`config.mk`:
```
export PLATFORM = sky130hd
export DESIGN_NAME = tmr8_dual_cmp
export DESIGN_NICKNAME = d
export VERILOG_FILES = /design/src/rtl/tmr8_pkg.sv /design/src/rtl/tmr8_prescale.sv /design/src/rtl/tmr8_dp.sv /design/src/rtl/tmr8_ctrl.sv /design/src/rtl/tmr8_dual_cmp.sv
export SDC_FILE = /design/constraint.sdc
export NUM_CORES = 1
export LEC_CHECK = 0
export BUFFER_PORTS_ARGS = -buffer_cell sky130_fd_sc_hd__buf_4
export CORE_ASPECT_RATIO = 0.8
export CORE_MARGIN = 2
export CORE_UTILIZATION = 55
export CTS_BUF_LIST = sky130_fd_sc_hd__clkbuf_16
export DETAILED_ROUTE_END_ITERATION = 10
export PLACE_DENSITY = 0.75
export SLEW_MARGIN = 10
export SYNTH_ARGS = -nofsm -noshare
export SYNTH_HDL_FRONTEND = slang
export SYNTH_SLANG_ARGS = --single-unit
```
`constraint.sdc`:
```
create_clock -name clk -period 6.7 [get_ports clk]
set_clock_uncertainty 0.05 [all_clocks]
set_input_delay 2.01 -clock clk [delete_from_list [all_inputs] [get_ports clk]]
set_output_delay 2.01 -clock clk [all_outputs]
set_load 0.02 [all_outputs]
```
`src/rtl/tmr8_pkg.sv`:
```
package tmr8_pkg;
  typedef enum logic [1:0] {
    MODE_NORMAL = 2'd0,
    MODE_CTC    = 2'd1,
    MODE_FAST   = 2'd2,
    MODE_PHASE  = 2'd3
  } tmrMode_e;

  // strobes from control to the counter datapath
  typedef struct packed {
    logic load;
    logic clear;
    logic inc;
    logic dec;
  } cntCmd_t;
endpackage

```
`src/rtl/tmr8_prescale.sv`:
```
module tmr8_prescale #(
  parameter int PRE_W = 10
) (
  input  logic       clk,
  input  logic       rst_n,
  input  logic [2:0] clkSel,
  output logic       tick
);
  localparam int N_SEL = 8;

  function automatic int tapShift(input int sel);
    case (sel)
      2:       return 3;
      3:       return 5;
      4:       return 6;
      5:       return 7;
      6:       return 8;
      default: return 10;
    endcase
  endfunction

  logic [PRE_W-1:0] preCnt;
  logic [N_SEL-1:0] tapHit;

  always_ff @(posedge clk) begin
    if (!rst_n) preCnt <= '0;
    else        preCnt <= preCnt + 1'b1;
  end

  for (genvar i = 0; i < N_SEL; i++) begin : g_tap
    if (i == 0) begin : g_stop
      assign tapHit[i] = 1'b0;
    end else if (i == 1) begin : g_full
      assign tapHit[i] = 1'b1;
    end else begin : g_div
      localparam int SH = tapShift(i);
      assign tapHit[i] = &preCnt[SH-1:0];
    end
  end

  assign tick = tapHit[clkSel];
endmodule

```
`src/rtl/tmr8_dp.sv`:
```
module tmr8_dp
  import tmr8_pkg::*;
#(
  parameter int CNT_W = 8
) (
  input  logic             clk,
  input  logic             rst_n,
  input  cntCmd_t          cmd,
  input  logic             wrCmpA,
  input  logic             wrCmpB,
  input  logic [CNT_W-1:0] wrData,
  output logic [CNT_W-1:0] count,
  output logic [CNT_W-1:0] cmpA,
  output logic [CNT_W-1:0] cmpB,
  output logic             matchA,
  output logic             matchB,
  output logic             atMax,
  output logic             atBottom
);
  always_ff @(posedge clk) begin
    if (!rst_n)         count <= '0;
    else if (cmd.load)  count <= wrData;
    else if (cmd.clear) count <= '0;
    else if (cmd.inc)   count <= count + 1'b1;
    else if (cmd.dec)   count <= count - 1'b1;
  end

  always_ff @(posedge clk) begin
    if (!rst_n) begin
      cmpA <= '0;
      cmpB <= '0;
    end else begin
      if (wrCmpA) cmpA <= wrData;
      if (wrCmpB) cmpB <= wrData;
    end
  end

  assign matchA   = (count == cmpA);
  assign matchB   = (count == cmpB);
  assign atMax    = (count == {CNT_W{1'b1}});
  assign atBottom = (count == '0);
endmodule

```
`src/rtl/tmr8_ctrl.sv`:
```
module tmr8_ctrl
  import tmr8_pkg::*;
(
  input  logic       clk,
  input  logic       rst_n,
  input  logic       tick,
  input  logic [1:0] modeSel,
  input  logic       wrCount,
  input  logic       clrOvf,
  input  logic       clrCmpA,
  input  logic       clrCmpB,
  input  logic       matchA,
  input  logic       matchB,
  input  logic       atMax,
  input  logic       atBottom,
  output cntCmd_t    cmd,
  output logic       ovfFlag,
  output logic       cmpFlagA,
  output logic       cmpFlagB,
  output logic       waveA,
  output logic       waveB
);
  localparam int N_CH = 2;

  tmrMode_e        mode;
  logic            dirDown;
  logic            stepDown;
  logic            ovfSet;
  logic [N_CH-1:0] match, clrCh, flag, wave;

  assign mode     = tmrMode_e'(modeSel);
  assign match    = {matchB, matchA};
  assign clrCh    = {clrCmpB, clrCmpA};
  assign stepDown = (mode == MODE_PHASE) && (dirDown ? !atBottom : atMax);
  assign ovfSet   = tick && ((mode == MODE_PHASE) ? atBottom : atMax);

  always_comb begin
    cmd       = '0;
    cmd.load  = wrCount;
    cmd.clear = tick && (mode == MODE_CTC) && matchA;
    cmd.dec   = tick && stepDown;
    cmd.inc   = tick && !stepDown && !cmd.clear;
  end

  always_ff @(posedge clk) begin
    if (!rst_n)                   dirDown <= 1'b0;
    else if (mode != MODE_PHASE)  dirDown <= 1'b0;
    else if (tick)                dirDown <= stepDown;
  end

  always_ff @(posedge clk) begin
    if (!rst_n)      ovfFlag <= 1'b0;
    else if (ovfSet) ovfFlag <= 1'b1;
    else if (clrOvf) ovfFlag <= 1'b0;
  end

  always_ff @(posedge clk) begin
    if (!rst_n) begin
      flag <= '0;
      wave <= '0;
    end else begin
      for (int i = 0; i < N_CH; i++) begin
        if (tick && match[i]) flag[i] <= 1'b1;
        else if (clrCh[i])    flag[i] <= 1'b0;

        if (tick) begin
          case (mode)
            MODE_FAST: begin
              if (atMax)         wave[i] <= 1'b1;
              else if (match[i]) wave[i] <= 1'b0;
            end
            MODE_PHASE: begin
              if (match[i]) wave[i] <= stepDown;
            end
            default: begin
              if (match[i]) wave[i] <= ~wave[i];
            end
          endcase
        end
      end
    end
  end

  assign cmpFlagA = flag[0];
  assign cmpFlagB = flag[1];
  assign waveA    = wave[0];
  assign waveB    = wave[1];
endmodule

```
`src/rtl/tmr8_dual_cmp.sv`:
```
module tmr8_dual_cmp
  import tmr8_pkg::*;
#(
  parameter int CNT_W = 8,
  parameter int PRE_W = 10
) (
  input  logic             clk,
  input  logic             rst_n,
  input  logic [2:0]       clkSel,
  input  logic [1:0]       modeSel,
  input  logic             wrCount,
  input  logic             wrCmpA,
  input  logic             wrCmpB,
  input  logic [CNT_W-1:0] wrData,
  input  logic             clrOvf,
  input  logic             clrCmpA,
  input  logic             clrCmpB,
  output logic [CNT_W-1:0] count,
  output logic             ovfFlag,
  output logic             cmpFlagA,
  output logic             cmpFlagB,
  output logic             waveA,
  output logic             waveB,
  output logic             atMax,
  output logic             atBottom
);
  logic             tick;
  logic             matchA, matchB;
  logic [CNT_W-1:0] cmpARef, cmpBRef;
  cntCmd_t          cmd;

  tmr8_prescale #(.PRE_W(PRE_W)) u_pre (
    .clk(clk), .rst_n(rst_n), .clkSel(clkSel), .tick(tick)
  );

  tmr8_ctrl u_ctrl (
    .clk(clk), .rst_n(rst_n), .tick(tick), .modeSel(modeSel),
    .wrCount(wrCount), .clrOvf(clrOvf), .clrCmpA(clrCmpA), .clrCmpB(clrCmpB),
    .matchA(matchA), .matchB(matchB), .atMax(atMax), .atBottom(atBottom),
    .cmd(cmd), .ovfFlag(ovfFlag), .cmpFlagA(cmpFlagA), .cmpFlagB(cmpFlagB),
    .waveA(waveA), .waveB(waveB)
  );

  tmr8_dp #(.CNT_W(CNT_W)) u_dp (
    .clk(clk), .rst_n(rst_n), .cmd(cmd), .wrCmpA(wrCmpA), .wrCmpB(wrCmpB),
    .wrData(wrData), .count(count), .cmpA(cmpARef), .cmpB(cmpBRef),
    .matchA(matchA), .matchB(matchB), .atMax(atMax), .atBottom(atBottom)
  );
endmodule

```
==> run_results.csv, run 1 <==
group,metric,value,unit
placed_design,dp_hpwl,3.73,mm
cts,cts_inserted_buffers,5,
die,io_pins,36,
setup_path,r2r-start,"u_pre.preCnt[0]",
synthesis,synth_most_common_cell,"dfxtp_1",
layout,diodes,0,
layout,syn_to_final_growth,20.7,%
cts,post_cts.repair.setup_buffers,0,
cts,cts-hold-fix-buffers,0,
timing,tightest_slew,975,ps
placed_design,gp_congestion,0.881,
synthesis,synth_edf_count,0,
timing,finalWorstSetupSlack,2140,ps
synthesis,synthMuxAreaShare,7.67,%
timing,min_period,4560,ps
setup_path,rr_worst_depth,15,
synthesis,synth_compound_area_share,13.6,%
synthesis,yosys.area_share.simple,23.3,%
timing,final-setup-viol-count,0,
placed_design,io_buffers,35,
cts,insertion_delay,290,ps
synthesis,yosys.area_share.adder,5.98,%
cts,ctsResizeCount,0,
die,num_rows,20,
synthesis,synthTopCellsByCount,"40 x dfxtp_1, 27 x nor2_1, 21 x nand2_1",
cts,clkSlewWorstSetupHoldPaths,60,ps
setup_path,crit_fanout,8,
die,core,3830,um2
synthesis,synth_top_cell_by_area,"dfxtp_1",
drt,ant_nets,0,
synthesis,synth_xor_area_share,9.08,%
pwr,swShare,26.1,%
flow_run,maxCapViolations,0,
drt,drc,0,
cts,clkSinkCount,40,
layout,layout.core_utilization,70.0,%
setup_path,r2r_end,"u_dp.count[6]",
synthesis,yosysUniqueCellTypes,44,
die,dieArea,4560,um2
synthesis,yosys.area.top_type_share,36.1,%
global_route,grt-ovfl-total,0,
cts,ctsHtreeMaxLevel,2,
timing,fin_setup_tns,0,ps
drt,wl,5.06,mm
timing,whs,399,ps
drt,wl_per_cell,14.7,um
drt,drtIter0Drc,76,
pwr,seqPwrFrac,41.1,%
setup_path,cp_data_required_time,6830,ps
global_route,grt_pass1_vias,1728,
pwr,p_per_area,239,nW/um2
global_route,grt_max_degree,32,
synthesis,syn_area,2220,um2
drt,via_per_inst,5.55,
pwr,irDropWorstVdd,0.201,mV
global_route,antenna_found_initial,0,
synthesis,async_reset_ff_share,0,%
pwr,power.total,639,uW
status,run_status,"finished, final reports clean",
timing,rsz0062_at_grt,"no",
min_path,min_delay_path_depth,1,
pwr,p_int,472,uW
layout,multi_input_area,1320,um2
min_path,min_to,"u_pre.preCnt[0]",
synthesis,synth-seq-cells,40,
die,start_util,58.0,%
global_route,groute.usage.overall,24.7,%
synthesis,yosysWarningCount,0,
setup_path,setup.worst_path.end_class,"flip-flop",
die,die_width,75.0,um
layout,seq_area,801,um2
pwr,power_frac_clock,43.2,%
synthesis,synth_ff_type,"dfxtp_1",
synthesis,syn_area_per_cell,8.60,um2
synthesis,ys_seq_area_share,36.1,%
die,die_y,60.8,um
pwr,p_sw,167,uW
min_path,min_path_type,"flip-flop to flip-flop",
synthesis,yosys-top-cells-area,"dfxtp_1 36%, mux2i_1 7.7%, xor2_1 7.5%",
pwr,leakagePower,1.22,nW
setup_path,r2r_setup_slack,3130,ps
drt,dr.pass1.iters,4,
synthesis,syn_nets,289,
synthesis,synthesis.instances,258,
layout,fin_nets,320,
timing,hold_violations,0,
pwr,combPwrFrac,15.7,%
synthesis,synth_top_family_by_area,"simple AND/OR/NAND/NOR gates",
timing,fmax,219,MHz
setup_path,start_kind,"input pin",
setup_path,critPathKind,"input pin to flip-flop",
drt,via_count,1915,
layout,fill_cells,323,
global_route,grt_first_pass_wirelength,8.30,mm
cts,cts_root_buf,"clkbuf_16",
min_path,hold_path.startpoint,"u_pre.preCnt[0]",
timing,slew_violations,0,
timing,relSlewSlack,35.0,%
layout,drive_gt1_share,19.0,%
cts,cts_tree,"built",
cts,cts_buffer_depth,2,
placed_design,pre_cts_ws,1860,ps
timing,finalCritPeriodShare,68.0,%
setup_path,cp.arrival,4690,ps
==> sequential cells by signal, indices dropped and copies added (netlist names) <==
| name | flops |
|---|---|
| u_dp.cmpB | 8 |
| u_pre.preCnt | 10 |
| u_dp.cmpA | 8 |
| u_ctrl.ovfFlag | 1 |
| u_ctrl.flag | 2 |
| u_dp.count | 8 |
| u_ctrl.dirDown | 1 |
| u_ctrl.wave | 2 |
==> cells in the final DEF, fill, tap and decap left out, types with 2 or more instances in the layout <==
cell	n
a211oi_1	2
a21oi_1	9
a31oi_1	5
and2_1	6
buf_4	35
clkbuf_16	5
dfxtp_1	40
ha_1	9
inv_1	14
mux2i_1	17
nand2_1	21
nand2b_1	2
nand3_1	5
nand3b_1	5
nand4_1	3
nor2_1	27
nor2b_1	4
nor3_1	6
nor4_1	8
o21a_1	3
o21ai_0	10
o22ai_1	3
or3_1	2
or3_2	5
xnor2_1	4
xor2_1	19
==> worst max-delay path, cell delays in order <==
cell,delay (ps)
buf_4,120
nor2b_1,150
nor3_4,120
o211ai_2,170
o2bb2ai_2,210
or2_2,370
ha_1,320
nor2b_1,150
o21ai_0,190
a21boi_0,160
o21a_1,200
or3_1,300
a32o_1,220
==> stage by stage <==
step,instances,area (um2)
6_report,345,2680
2_1_floorplan,258,2220
4_1_cts,345,2680
5_1_grt,345,2680
3_5_place_dp,337,2510
3_3_place_gp,337,2510
==> cell families after synthesis <==
kind of cell | count (synthesis)
AOI/OAI and AO/OA | 44
adders and majority gates | 10
buffers and inverters | 25
muxes | 17
xor gates and xnor gates | 23
and+or+nand+nor | 99
DFF | 40
==> cell type report <==
| type | instances | share of cell area, % |
|---|---|---|
| clock buffers | 5 | 4.67 |
| flip-flops and latches | 40 | 29.9 |
| well taps | 55 | 2.57 |
| repair buffers | 35 | 9.81 |
| clock inverters | 3 | 1.73 |
| multi-input cells | 193 | 49.4 |
| inverters | 14 | 1.96 |
==> power by group through the flow <==
stage               Combinational (mW)  Clock, mW  Sequential (mW)
finish                           0.100      0.276            0.263
global route                     0.111      0.291            0.264
CTS                              0.100      0.279            0.263
detailed placement              0.0994          0            0.268
global placement                0.0983          0            0.268
floorplan                       0.0659          0            0.267
==> per-layer routing <==
metal / vias up / wire length (um) / track usage [%]
met5: - / 0 / 0
met4: 0 / 48 / 8.16
met3: 8 / 321 / 5.32
met2: 58 / 2120 / 36.1
met1: 879 / 2570 / 36.3
li1: 970 / - / -
==> worst max path at each step <==
stage / start / to / cells after the start
final: clkSel[0] / u_dp.count[6] / 13
after global routing: clkSel[0] / u_dp.count[6] / 13
after detailed placement: clkSel[0] / u_dp.count[6] / 13
after global placement: clkSel[0] / u_dp.count[6] / 13
after CTS: clkSel[0] / u_dp.count[6] / 13
after floorplan: clkSel[0] / u_dp.count[6] / 12
Power figures use the tool's default switching activity.
==> run 2, diff against run 1 <==
Clock period 6.7 ns to 4.3 ns, I/O delays scaled along.
==> run 2 against run 1 <==
  * Critical path depth stayed put
  * Final cell count is 0.29% higher
  * Hold slack worse by 0.80 ps
  * Die area stayed put
  * Largest power group unchanged
  * Via count is 1.0% higher
==> run_results.csv, run 2 (synthesized netlist as in run 1, its figures left out) <==
group,metric,value,unit
status,run_status,"finished, final reports clean",
die,io_pins,36,
setup_path,r2r_setup_slack,730,ps
layout,syn_to_final_growth,20.9,%
setup_path,slowest_stage,"or2_2",
drt,wl,5.38,mm
timing,slew_violations,0,
cts,post_cts.repair.setup_buffers,0,
global_route,grt_pass1_vias,1824,
cts,cts_tree,"built",
layout,layout.core_utilization,70.1,%
global_route,use_met1,37.2,%
layout,layout_common_cells,"40 x dfxtp_1, 36 x buf_4, 27 x nor2_1, 21 x nand2_1, 19 x xor2_1",
global_route,grt_max_degree,23,
global_route,grt_util_met2,40.9,%
setup_path,start_kind,"input pin",
placed_design,gp_congestion,0.914,
pwr,leakagePower,1.22,nW
cts,ctsHtreeMaxLevel,2,
timing,tightest_slew,465,ps
setup_path,path_common_cell,"nor2b_1",
drt,via_per_inst,5.59,
cts,clkSlewWorstSetupHoldPaths,60,ps
pwr,p_per_area,369,nW/um2
cts,cts_inserted_buffers,5,
setup_path,max_stage_delay,370,ps
timing,hold_violations,0,
setup_path,crit_chain,"buf_4 -> nor2b_1 -> nor3_4 -> o211ai_2 -> o2bb2ai_2 -> or2_2 -> ha_1 -> nor2b_1 -> o21ai_0 -> a21boi_0 -> o21a_1 -> or3_1 -> a32o_1",
setup_path,cp_data_required_time,4430,ps
cts,cts-hold-fix-buffers,0,
cts,cts_root_buf,"clkbuf_16",
timing,final-setup-viol-count,0,
layout,largest_reg_flops,10,
timing,relSlewSlack,68.7,%
die,num_rows,20,
global_route,grt-busiest-layer,"met2",
pwr,irDropWorstVdd,0.291,mV
cts,cts_buffer_depth,2,
placed_design,dp_hpwl,3.92,mm
die,core,3830,um2
layout,fin_nets,321,
placed_design,io_buffers,35,
drt,ant_nets,0,
timing,fmax,260,MHz
die,dieArea,4560,um2
cts,ctsResizeCount,0,
setup_path,crit_fanout,8,
drt,dr.pass1.iters,4,
timing,finalCritPeriodShare,89.4,%
global_route,antenna_found_initial,0,
setup_path,critPathKind,"input pin to flip-flop",
layout,drive_gt1_share,19.2,%
timing,rsz0062_at_grt,"no",
die,die_width,75.0,um
setup_path,cp.arrival,3970,ps
global_route,grt_first_pass_wirelength,8.83,mm
timing,fin_setup_tns,0,ps
die,start_util,58.0,%
drt,wl_per_cell,15.6,um
global_route,grt-ovfl-total,0,
flow_run,maxCapViolations,0,
drt,drc,0,
cts,insertion_delay,290,ps
cts,clkSinkCount,40,
global_route,met3_usage,5.15,%
layout,diodes,0,
layout,final_common_cell,"dfxtp_1",
die,die_y,60.8,um
global_route,groute.usage.overall,26.7,%
min_path,min_path_type,"flip-flop to flip-flop",
drt,via_count,1935,
setup_path,setup.worst_path.end_class,"flip-flop",
drt,drtIter0Drc,167,
timing,min_period,3840,ps
layout,top_register,"u_pre.preCnt",
[run 2: final cells by class]
cell class,instances,area (um2)
multi-input combinational,193,1320
timing repair buffer,36,270
clock inverter,3,42.5
fill,327,1150
inverter,14,52.6
clock buffer,5,125
tap,55,68.8
sequential,40,801
[run 2: critical path: cells and delay by family]
family          cells  cell delay, ps
fa+ha+maj           1             330
compound gates      6            1140
buf+inv             1             120
simple gates        5            1080
[run 2: through the flow]
stage / power [mW] / hold WS, ps / instances / setup slack [ps] / instance area [um2]
2_1_floorplan: 0.519 / 368 / 258 / 525 / 2220
3_3_place_gp: 0.571 / 381 / 338 / 260 / 2510
3_5_place_dp: 0.574 / 388 / 338 / 200 / 2510
4_1_cts: 0.991 / 401 / 346 / 465 / 2680
5_1_grt: 1.02 / 442 / 346 / 281 / 2680
6_report: 0.989 / 398 / 346 / 458 / 2680
[run 2: layer usage]
metal	routed length, um	share of wire [%]	vias up
met5	0	0	-
met4	70	1.3	0
met1	2590	48	896
met2	2350	44	61
met3	377	7.0	8
li1	-	-	970
[run 2: path summary, 6_finish.rpt]
kind	from	end	depth (start not counted)
max	clkSel[0]	u_dp.count[6]	13
min	u_pre.preCnt[0]	u_pre.preCnt[0]	1
max reg2reg	u_pre.preCnt[0]	u_dp.count[6]	15
min reg2reg	u_pre.preCnt[0]	u_pre.preCnt[0]	1
[run 2: power by group]
part,total [mW],internal (mW),switching [mW]
registers,0.410,0.388,0.0220
logic,0.158,0.0731,0.0852
clock network,0.421,0.272,0.149
total,0.989,0.733,0.256
==> run 3, diff against run 2 <==
Settings changed: ABC_AREA from default to 1, PLACE_DENSITY 0.75 to 0.86.
==> run 3 against run 2 <==
  * Critical endpoint unchanged
  * Wire length up 2.4%
  * Register-to-register slack better by 380 ps
  * Clock power up 13%
  * Highest routed layer unchanged
  * Sequential cell count unchanged
  * Sequential power up 3%
  * Sequential share of layout area down 1.1 points
  * Critical path type unchanged
==> run_results.csv, run 3 <==
group,metric,value,unit
global_route,grt_util_met2,41.3,%
pwr,irDropWorstVdd,0.291,mV
global_route,grt_pass1_vias,1943,
layout,top_register,"u_pre.preCnt",
cts,cts_root_buf,"clkbuf_16",
layout,fin_nets,386,
synthesis,syn_area,2320,um2
timing,hold_violations,0,
cts,ctsResizeCount,0,
global_route,met3_usage,4.62,%
layout,layout.core_utilization,67.5,%
placed_design,io_buffers,35,
min_path,min_path_type,"flip-flop to flip-flop",
setup_path,rr_worst_depth,20,
cts,clkSlewWorstSetupHoldPaths,60,ps
synthesis,synth_top_family_by_area,"simple AND/OR/NAND/NOR gates",
die,dieArea,4750,um2
cts,cts-hold-fix-buffers,0,
cts,cts_buffer_depth,2,
layout,layout_common_cells,"65 x nand2_1, 49 x nor2_1, 40 x dfxtp_1, 36 x inv_1, 35 x buf_4",
layout,largest_reg_flops,10,
placed_design,pre_cts_ws,606,ps
layout,drive_gt1_share,18.6,%
synthesis,synthMuxAreaShare,0,%
pwr,p_sw,311,uW
flow_run,maxCapViolations,0,
timing,slew_violations,0,
layout,syn_to_final_growth,20.2,%
timing,tightest_slew,581,ps
drt,drc,0,
synthesis,synthTopCellsByCount,"65 x nand2_1, 49 x nor2_1, 40 x dfxtp_1",
cts,cts_tree,"built",
synthesis,synthesis.instances,322,
cts,cts_inserted_buffers,5,
synthesis,yosysUniqueCellTypes,37,
die,die_y,62.1,um
synthesis,syn_area_per_cell,7.20,um2
synthesis,synth-seq-cells,40,
synthesis,yosys-top-cells-area,"dfxtp_1 35%, nand2_1 11%, nor2_1 7.9%",
timing,finalWorstSetupSlack,893,ps
setup_path,critPathKind,"input pin to flip-flop",
layout,fill_cells,346,
synthesis,synth_xor_area_share,7.94,%
setup_path,slowest_stage,"fa_1",
synthesis,synth_edf_count,0,
timing,fin_setup_tns,0,ps
layout,diodes,0,
synthesis,ys_seq_area_share,34.6,%
setup_path,crit_fanout,9,
die,start_util,56.2,%
drt,via_per_inst,5.30,
pwr,leakagePower,1.38,nW
pwr,seqPwrFrac,37.5,%
drt,wl,5.51,mm
pwr,combPwrFrac,20.4,%
timing,min_period,3410,ps
synthesis,synth_compound_area_share,14.9,%
setup_path,setup.worst_path.end_class,"flip-flop",
setup_path,cp.arrival,3570,ps
global_route,antenna_found_initial,0,
global_route,use_met1,30.2,%
drt,ant_nets,0,
cts,post_cts.repair.setup_buffers,0,
synthesis,yosys.area.top_type_share,34.6,%
die,core,4130,um2
setup_path,cp_data_required_time,4460,ps
cts,ctsHtreeMaxLevel,2,
timing,relSlewSlack,61.3,%
pwr,p_per_area,406,nW/um2
global_route,grt-busiest-layer,"met2",
drt,via_count,2184,
pwr,power_frac_clock,42.1,%
synthesis,synth_ff_type,"dfxtp_1",
synthesis,yosysWarningCount,0,
setup_path,path_common_cell,"nand2_1",
placed_design,gp_congestion,0.868,
drt,dr.pass1.iters,5,
synthesis,synth_most_common_cell,"nand2_1",
die,num_rows,21,
synthesis,synth_top_cell_by_area,"dfxtp_1",
global_route,grt-ovfl-total,0,
cts,insertion_delay,290,ps
setup_path,start_kind,"input pin",
pwr,power.total,1.13,mW
drt,drtIter0Drc,105,
timing,fmax,294,MHz
status,run_status,"finished, final reports clean",
timing,rsz0062_at_grt,"no",
drt,wl_per_cell,13.4,um
setup_path,crit_chain,"buf_4 -> a21oi_1 -> nand2_1 -> nand2_1 -> nor2_2 -> nor2_8 -> nand3_2 -> nand2_4 -> inv_1 -> fa_1 -> o21ai_0 -> nand2_1 -> nand2_1 -> a21oi_1 -> xnor2_1 -> nand2_1 -> a31oi_1",
die,io_pins,36,
cts,clkSinkCount,40,
synthesis,syn_nets,353,
timing,finalCritPeriodShare,79.2,%
layout,final_common_cell,"nand2_1",
min_path,min_delay_path_depth,1,
global_route,grt_max_degree,27,
setup_path,max_stage_delay,400,ps
setup_path,r2r_setup_slack,1110,ps
pwr,swShare,27.5,%
timing,final-setup-viol-count,0,
synthesis,yosys.area_share.simple,28.0,%
global_route,grt_first_pass_wirelength,8.83,mm
global_route,groute.usage.overall,24.1,%
synthesis,yosys.area_share.adder,5.72,%
placed_design,dp_hpwl,3.97,mm
synthesis,async_reset_ff_share,0,%
pwr,p_int,820,uW
die,die_width,76.6,um
## run 3: worst paths after layout
path | startpoint | endpoint
setup reg to reg | u_pre.preCnt[0] | u_dp.count[6]
setup / recovery | clkSel[0] | u_dp.count[6]
hold reg to reg | u_pre.preCnt[0] | u_pre.preCnt[0]
hold / removal | u_pre.preCnt[0] | u_pre.preCnt[0]
## run 3: cells by family after synthesis
family,after synthesis
AO/OA/AOI/OAI,59
XOR/XNOR,21
adder cells (fa/ha/maj),10
buffers and inverters,50
flip-flops,40
AND/OR/NAND/NOR,142
## run 3: critical path: cells and delay by family
family                     cells  cell delay [ps]
and+or+nand+nor                9              940
AOI/OAI and AO/OA              4              610
adders and majority gates      1              400
buffers and inverters          2              190
xor gates and xnor gates       1              130
## run 3: per-layer routing
metal	up-vias	wire length (um)	part of all wire [%]
li1	1094	-	-
met1	1001	2590	47
met2	76	2480	45
met3	13	331	6.0
met4	0	118	2.1
met5	-	0	0
## run 3: power groups by stage
stage,sequential [mW],clock (mW),combinational (mW)
after floorplan,0.431,0,0.159
after global placement,0.431,0,0.220
after detailed placement,0.432,0,0.226
after CTS,0.424,0.481,0.229
after global routing,0.428,0.496,0.259
final,0.424,0.475,0.231
## run 3: through the flow
| stage | instance area [um2] | instances | hold WS (ps) |
|---|---|---|---|
| after CTS | 2790 | 412 | 399 |
| final | 2790 | 412 | 398 |
| after global routing | 2790 | 412 | 431 |
| after global placement | 2600 | 405 | 381 |
| after floorplan | 2320 | 322 | 368 |
| after detailed placement | 2600 | 405 | 391 |
## run 3: layout make-up
cell class | count | area [um2] | share of cell area (%)
multi-input cells | 232 | 1310 | 47.1
repair buffers | 35 | 263 | 9.43
clock buffers | 5 | 125 | 4.49
clock inverters | 2 | 60.1 | 2.16
flip-flops and latches | 40 | 801 | 28.7
well taps | 57 | 71.3 | 2.56
inverters | 41 | 155 | 5.57
